<file path="config.mk">
export PLATFORM = sky130hd
export DESIGN_NAME = rc6_round_engine
export DESIGN_NICKNAME = d
export VERILOG_FILES = /design/src/rtl/rc6_pkg.sv /design/src/rtl/rc6_quad.sv /design/src/rtl/rc6_rotl.sv /design/src/rtl/rc6_ctrl.sv /design/src/rtl/rc6_round_engine.sv
export SDC_FILE = /design/constraint.sdc
export NUM_CORES = 2
export LEC_CHECK = 0
export BUFFER_PORTS_ARGS = -buffer_cell sky130_fd_sc_hd__buf_2
export CAP_MARGIN = 20
export CORE_UTILIZATION = 55
export CTS_CLUSTER_DIAMETER = 100
export DETAILED_ROUTE_END_ITERATION = 16
export PLACE_DENSITY = 0.7
export SLEW_MARGIN = 20
export SYNTH_ARGS = -nofsm -noshare
export SYNTH_HDL_FRONTEND = slang
export SYNTH_SLANG_ARGS = --single-unit
</file>
<file path="constraint.sdc">
create_clock -name clk -period 9.04 [get_ports clk]
set_clock_uncertainty 0.05 [all_clocks]
set_input_delay 0.904 -clock clk [delete_from_list [all_inputs] [get_ports clk]]
set_output_delay 0.904 -clock clk [all_outputs]
set_load 0.02 [all_outputs]
</file>
<file path="src/rtl/rc6_pkg.sv">
package rc6_pkg;
  typedef enum logic [3:0] {
    ST_IDLE,
    ST_PRE_A,
    ST_PRE_B,
    ST_PRE_D,
    ST_MUL,
    ST_ROT,
    ST_MIX,
    ST_SWAP,
    ST_POST_A,
    ST_POST_B,
    ST_POST_C
  } eng_state_e;
endpackage

</file>
<file path="src/rtl/rc6_quad.sv">
// Quadratic term x*(2x+1) modulo 2^W.
module rc6_quad #(
  parameter int W = 32
) (
  input  logic [W-1:0] x,
  output logic [W-1:0] y
);
  logic [W-1:0] odd;
  always_comb begin
    odd = {x[W-2:0], 1'b1};
    y   = x * odd;
  end
endmodule

</file>
<file path="src/rtl/rc6_rotl.sv">
// Left rotate by a LGW-bit amount.
module rc6_rotl #(
  parameter int W   = 32,
  parameter int LGW = $clog2(W)
) (
  input  logic [W-1:0]   x,
  input  logic [LGW-1:0] amt,
  output logic [W-1:0]   y
);
  logic [2*W-1:0] dbl;
  always_comb begin
    dbl = {x, x} << amt;
    y   = dbl[2*W-1:W];
  end
endmodule

</file>
<file path="src/rtl/rc6_ctrl.sv">
// Sequencer: round counting, key index generation, handshake and done.
module rc6_ctrl
  import rc6_pkg::*;
#(
  parameter int RW  = 5,
  parameter int KAW = RW + 2
) (
  input  logic           clk,
  input  logic           rst_n,
  input  logic           start,
  input  logic [RW-1:0]  rounds_in,
  output eng_state_e     state,
  output logic [KAW-1:0] key_addr,
  output logic           in_ready,
  output logic           done
);
  logic [RW-1:0] nr;
  logic [RW-1:0] rnd;
  logic [KAW-1:0] rnd_even;
  logic [KAW-1:0] post_base;

  always_comb begin
    rnd_even  = KAW'({rnd, 1'b0});
    post_base = KAW'({nr, 1'b0}) + KAW'(2);
    in_ready  = (state == ST_IDLE);
    unique case (state)
      ST_PRE_B:  key_addr = KAW'(1);
      ST_MUL:    key_addr = rnd_even;
      ST_ROT:    key_addr = rnd_even + KAW'(1);
      ST_POST_A: key_addr = post_base;
      ST_POST_B: key_addr = post_base + KAW'(1);
      default:   key_addr = '0;
    endcase
  end

  always_ff @(posedge clk) begin
    if (!rst_n) begin
      state <= ST_IDLE;
      nr    <= '0;
      rnd   <= '0;
      done  <= 1'b0;
    end else begin
      done <= 1'b0;
      unique case (state)
        ST_IDLE: if (start) begin
          nr    <= rounds_in;
          state <= ST_PRE_A;
        end
        ST_PRE_A: state <= ST_PRE_B;
        ST_PRE_B: state <= ST_PRE_D;
        ST_PRE_D: begin
          rnd   <= RW'(1);
          state <= (nr == '0) ? ST_POST_A : ST_MUL;
        end
        ST_MUL: state <= ST_ROT;
        ST_ROT: state <= ST_MIX;
        ST_MIX: state <= ST_SWAP;
        ST_SWAP: begin
          if (rnd == nr) state <= ST_POST_A;
          else begin
            rnd   <= rnd + RW'(1);
            state <= ST_MUL;
          end
        end
        ST_POST_A: state <= ST_POST_B;
        ST_POST_B: state <= ST_POST_C;
        ST_POST_C: begin
          done  <= 1'b1;
          state <= ST_IDLE;
        end
        default: state <= ST_IDLE;
      endcase
    end
  end
endmodule

</file>
<file path="src/rtl/rc6_round_engine.sv">
// RC6 encryption engine: four working words, multi-cycle rounds.
module rc6_round_engine
  import rc6_pkg::*;
#(
  parameter int W   = 32,
  parameter int RW  = 5,
  localparam int KAW = RW + 2,
  localparam int BLK = 4 * W
) (
  input  logic           clk,
  input  logic           rst_n,
  input  logic           in_valid,
  output logic           in_ready,
  input  logic [BLK-1:0] in_block,
  input  logic [RW-1:0]  rounds_in,
  output logic [KAW-1:0] key_addr,
  input  logic [W-1:0]   key_word,
  output logic           done,
  output logic [BLK-1:0] out_block
);
  localparam int LGW = $clog2(W);
  localparam int NQ  = 2;
  localparam int NR  = 4;

  eng_state_e state;
  logic       start;
  logic [W-1:0] wa, wb, wc, wd;
  logic [W-1:0] pb, pd, tq, uq, ka;

  logic [W-1:0]   q_in  [NQ];
  logic [W-1:0]   q_out [NQ];
  logic [W-1:0]   r_in  [NR];
  logic [LGW-1:0] r_amt [NR];
  logic [W-1:0]   r_out [NR];

  assign start = in_valid && in_ready;

  rc6_ctrl #(.RW(RW), .KAW(KAW)) u_ctrl (
    .clk       (clk),
    .rst_n     (rst_n),
    .start     (start),
    .rounds_in (rounds_in),
    .state     (state),
    .key_addr  (key_addr),
    .in_ready  (in_ready),
    .done      (done)
  );

  always_comb begin
    q_in[0]  = wb;
    q_in[1]  = wd;
    r_in[0]  = wa ^ tq;
    r_amt[0] = uq[LGW-1:0];
    r_in[1]  = wc ^ uq;
    r_amt[1] = tq[LGW-1:0];
    r_in[2]  = pb;
    r_amt[2] = LGW'(LGW);
    r_in[3]  = pd;
    r_amt[3] = LGW'(LGW);
  end

  for (genvar g = 0; g < NQ; g++) begin : g_quad
    rc6_quad #(.W(W)) u_quad (.x(q_in[g]), .y(q_out[g]));
  end

  for (genvar g = 0; g < NR; g++) begin : g_rot
    rc6_rotl #(.W(W), .LGW(LGW)) u_rot (.x(r_in[g]), .amt(r_amt[g]), .y(r_out[g]));
  end

  always_ff @(posedge clk) begin
    if (!rst_n) begin
      wa <= '0; wb <= '0; wc <= '0; wd <= '0;
      pb <= '0; pd <= '0; tq <= '0; uq <= '0; ka <= '0;
    end else begin
      unique case (state)
        ST_IDLE: if (start) begin
          wa <= in_block[W-1:0];
          wb <= in_block[2*W-1:W];
          wc <= in_block[3*W-1:2*W];
          wd <= in_block[4*W-1:3*W];
        end
        ST_PRE_B:  wb <= wb + key_word;
        ST_PRE_D:  wd <= wd + key_word;
        ST_MUL: begin
          pb <= q_out[0];
          pd <= q_out[1];
        end
        ST_ROT: begin
          tq <= r_out[2];
          uq <= r_out[3];
          ka <= key_word;
        end
        ST_MIX: begin
          wa <= r_out[0] + ka;
          wc <= r_out[1] + key_word;
        end
        ST_SWAP: begin
          wa <= wb;
          wb <= wc;
          wc <= wd;
          wd <= wa;
        end
        ST_POST_B: wa <= wa + key_word;
        ST_POST_C: wc <= wc + key_word;
        default: ;
      endcase
    end
  end

  assign out_block = {wd, wc, wb, wa};
endmodule

</file>
==> results by group <==
Detailed routing
  – First-pass DRT Iterations: 6
  – First DRT Iteration DRCs: 4872
  – WL final: 193100 um
  – Avg Vias per Cell: 6.101
  – Number of design rule violations left after detail routing: 0
  – Mean routed wirelength per cell: 26.16 um
  – Final ANT Viol Nets: 0
  – Vias after detailed routing: 45047

Worst setup path
  – Capturing element type of the critical path: flip-flop
  – Required time reported for the critical path endpoint: 9490 ps
  – Worst setup path class: flip-flop to flip-flop
  – Arrival time worst endpoint: 8640 ps
  – Crit start category: flip-flop
  – Maximum fanout count along the critical path: 21

Synth
  – Mapped Area: 50700 sq um
  – Number of warnings printed during yosys synthesis: 0
  – Number of enable-type register cells in the synthesized netlist: 0
  – Number of nets in the synthesized netlist: 7320
  – Post-synth top flop: sky130_fd_sc_hd__dfxtp_1
  – Mean cell area of the mapped netlist: 8.461 sq um
  – Fraction of synthesized cell area taken by the top area cell type: 0.2918
  – Leading post-synthesis cells by instance count: sky130_fd_sc_hd__inv_1, sky130_fd_sc_hd__nand2_1, sky130_fd_sc_hd__fa_1, sky130_fd_sc_hd__ha_1, sky130_fd_sc_hd__a21oi_1
  – Leading cell type by number of instances after synthesis: sky130_fd_sc_hd__inv_1
  – Leading cell types by total area after synthesis: sky130_fd_sc_hd__fa_1, sky130_fd_sc_hd__dfxtp_1, sky130_fd_sc_hd__ha_1
  – Synthesized netlist cell count: 5993
  – Count of distinct cell types in the synthesized netlist: 84
  – Flip-flop and latch count after synthesis: 303
  – Yosys top cell by area: sky130_fd_sc_hd__fa_1
  – Share of the yosys chip area belonging to registers: 0.1196
  – Share of synthesized registers carrying an async set or reset: 0

STA
  – Slew Viols, Final: 0
  – WHS: 401.4 ps
  – Worst Max-Slew Pin Slew: 1248 ps
  – Peak Freq: 122.2 MHz
  – Tcrit/Tclk final: 0.9056
  – Post-layout minimum cycle time: 8186 ps
  – Hold Violations, Final: 0
  – Least setup slack across all paths after layout: 853.6 ps
  – Total negative slack: 0 ps
  – RSZ-0062 raised after global routing: no
  – Max transition margin: 0.1670
  – Count of endpoints failing setup in the final report: 0

Pwr
  – Leakage power: 0.02750 uW
  – Maximum vdd drop: 0.3408 mV
  – Cell Pwr Density: 218.3 nW/um^2

Clock tree
  – CTS tree: built
  – Clock latency reported for the late side of the worst-skew pair: 600 ps
  – Post-CTS Hold Fix Bufs: 0
  – CTS buffer count: 39
  – Clock-pin slew on the worst setup and hold paths: 70 ps
  – Cell at the root of the clock tree: sky130_fd_sc_hd__clkbuf_16
  – Post-cts sizing count: 0
  – Count of buffers added by post-CTS timing repair for setup: 0
  – Deepest clock path buffer count: 3
  – Clock sink total: 303
  – H-tree lvl count: 2

Global route
  – Largest net degree at the start of global routing: 84
  – Leftover overflow at the end of global routing: 0
  – Total Routing Usage GR: 0.4140
  – Via count of the first global-routing pass: 44507
  – First-pass GRT wire length: 285100 um
  – Initial antenna violation count: 3

Outcome
  – Status: finished clean

Floorplanning
  – Die area: 93410 sq um
  – Chip Height: 305.6 um
  – Core Box Area: 90700 sq um
  – I/O pin total: 305
  – Effective utilization at floorplan: 0.5590
  – Num rows: 110
  – Width of the die: 305.6 um

Placement
  – Port buffer count: 304
  – Detailed placement HPWL: 153600 um
  – Weighted congestion reported at the end of routability-driven placement: 1.080
  – Post-placement worst setup slack: 913.9 ps

Final layout
  – Net count of the finished layout: 7499
  – Area added between synthesis and finish: 8.454%
  – Ratio of cells with drive above 1 in the final layout: 0.1003

Flow run
  – Max-cap violations: 0

Min path
  – Hold Path Class: flip-flop to flip-flop
state kept, by name (all words and copies together) (netlist names):
signal / cells
pd: 32
u_ctrl.state: 4
tq: 32
u_ctrl.rnd: 5
pb: 32
u_ctrl.nr: 5
ka: 32
uq: 32
wa: 32
wc: 32
u_ctrl.done: 1
wb: 32
wd: 32
kinds of logic (layout without fill, tap and decap cells):
logic type,count (synthesis),count (layout),share of synthesized area
simple gates,1577,1577,0.1387
buf+inv,1235,1444,0.09202
compound gates,1214,1214,0.1472
fa+ha+maj,1159,1159,0.3954
xor+xnor,330,330,0.05700
flops,303,303,0.1196
mux,175,175,0.04999
other cells,0,5,0
stage by stage:
step	area, sq um	power [uW]	utilization	instances
finish	54990	12000	0.6063	7383
global route	54980	12960	0.6062	7378
CTS	54980	11920	0.6062	7378
detailed placement	53550	10070	0.5905	7307
global placement	53550	9968	0.5905	7307
floorplan	50700	7598	-	5993
worst paths after layout:
path,from,end,slack [ps],depth (start not counted)
worst max register to register,wd[2]$_SDFFE_PN0P_,pd[30]$_SDFFE_PN0P_,850,22
worst min-delay path,pd[4]$_SDFFE_PN0P_,uq[9]$_SDFFE_PN0P_,400,2
worst min register to register,pd[4]$_SDFFE_PN0P_,uq[9]$_SDFFE_PN0P_,400,2
worst max-delay path,wd[2]$_SDFFE_PN0P_,pd[30]$_SDFFE_PN0P_,850,22
placed cells by master, fill, tap and decap left out, drive strengths merged, types with 10 or more instances in the layout:
cell type and n:
inv 950, nand2 851, fa 739, buf 424, ha 420, a21oi 394, o21ai 325, dfxtp 303
nor2 251, xnor2 248, and2 221, mux2i 98, a21o 96, a31oi 84, xor2 82, nand3 67
mux4 61, clkbuf 50, nor3 41, a211oi 38, a221oi 37, o21a 34, nand2b 31, a22oi 30
nor2b 27, o21bai 23, and3 23, o31ai 19, a311oi 18, mux2 16, o211ai 16, or3 13
or2 13, nand3b 10, nand4 10
routing by layer:
layer | track usage | vias to the layer above | wire (um) | share of wire
met5 | 0 | - | 11 | 0.000057
met1 | 0.5649 | 22146 | 77160 | 0.40
met2 | 0.6022 | 2545 | 80480 | 0.42
li1 | - | 19886 | - | -
met3 | 0.1008 | 468 | 22790 | 0.12
met4 | 0.2287 | 2 | 12680 | 0.066
power breakdown:
group	switching, uW	leakage, uW	internal (uW)	total [uW]
registers	289	0.00247	1410	1700
clock network	701	0.000687	1070	1770
logic	5100	0.0243	3430	8530
total	6090	0.0275	5910	12000
worst max-delay path, cell delays in order, from the launching register on:
cell and delay (ps):
sky130_fd_sc_hd__dfxtp_1 1150, sky130_fd_sc_hd__nand2_1 290, sky130_fd_sc_hd__fa_1 560, sky130_fd_sc_hd__fa_1 520
sky130_fd_sc_hd__inv_1 50, sky130_fd_sc_hd__fa_1 470, sky130_fd_sc_hd__inv_1 60, sky130_fd_sc_hd__fa_1 520
sky130_fd_sc_hd__inv_1 50, sky130_fd_sc_hd__fa_1 490, sky130_fd_sc_hd__fa_1 570, sky130_fd_sc_hd__fa_1 420
sky130_fd_sc_hd__fa_1 480, sky130_fd_sc_hd__ha_1 400, sky130_fd_sc_hd__nand3_1 120, sky130_fd_sc_hd__nor3_1 450
sky130_fd_sc_hd__nand2_1 100, sky130_fd_sc_hd__nor2_1 100, sky130_fd_sc_hd__a31oi_1 70, sky130_fd_sc_hd__a311oi_1 690
sky130_fd_sc_hd__a31oi_1 200, sky130_fd_sc_hd__xor2_1 170, sky130_fd_sc_hd__o21ai_0 140
cell type report:
class                      count  area, sq um
timing repair buffer         424         2425
clock inverter                21        325.3
fill                        8110        35710
multi-input combinational   4455        40020
sequential                   303         6068
antenna                        5        12.51
tap                         1176         1471
inverter                     949         3567
clock buffer                  50         1100
Power figures use the tool's default switching activity.
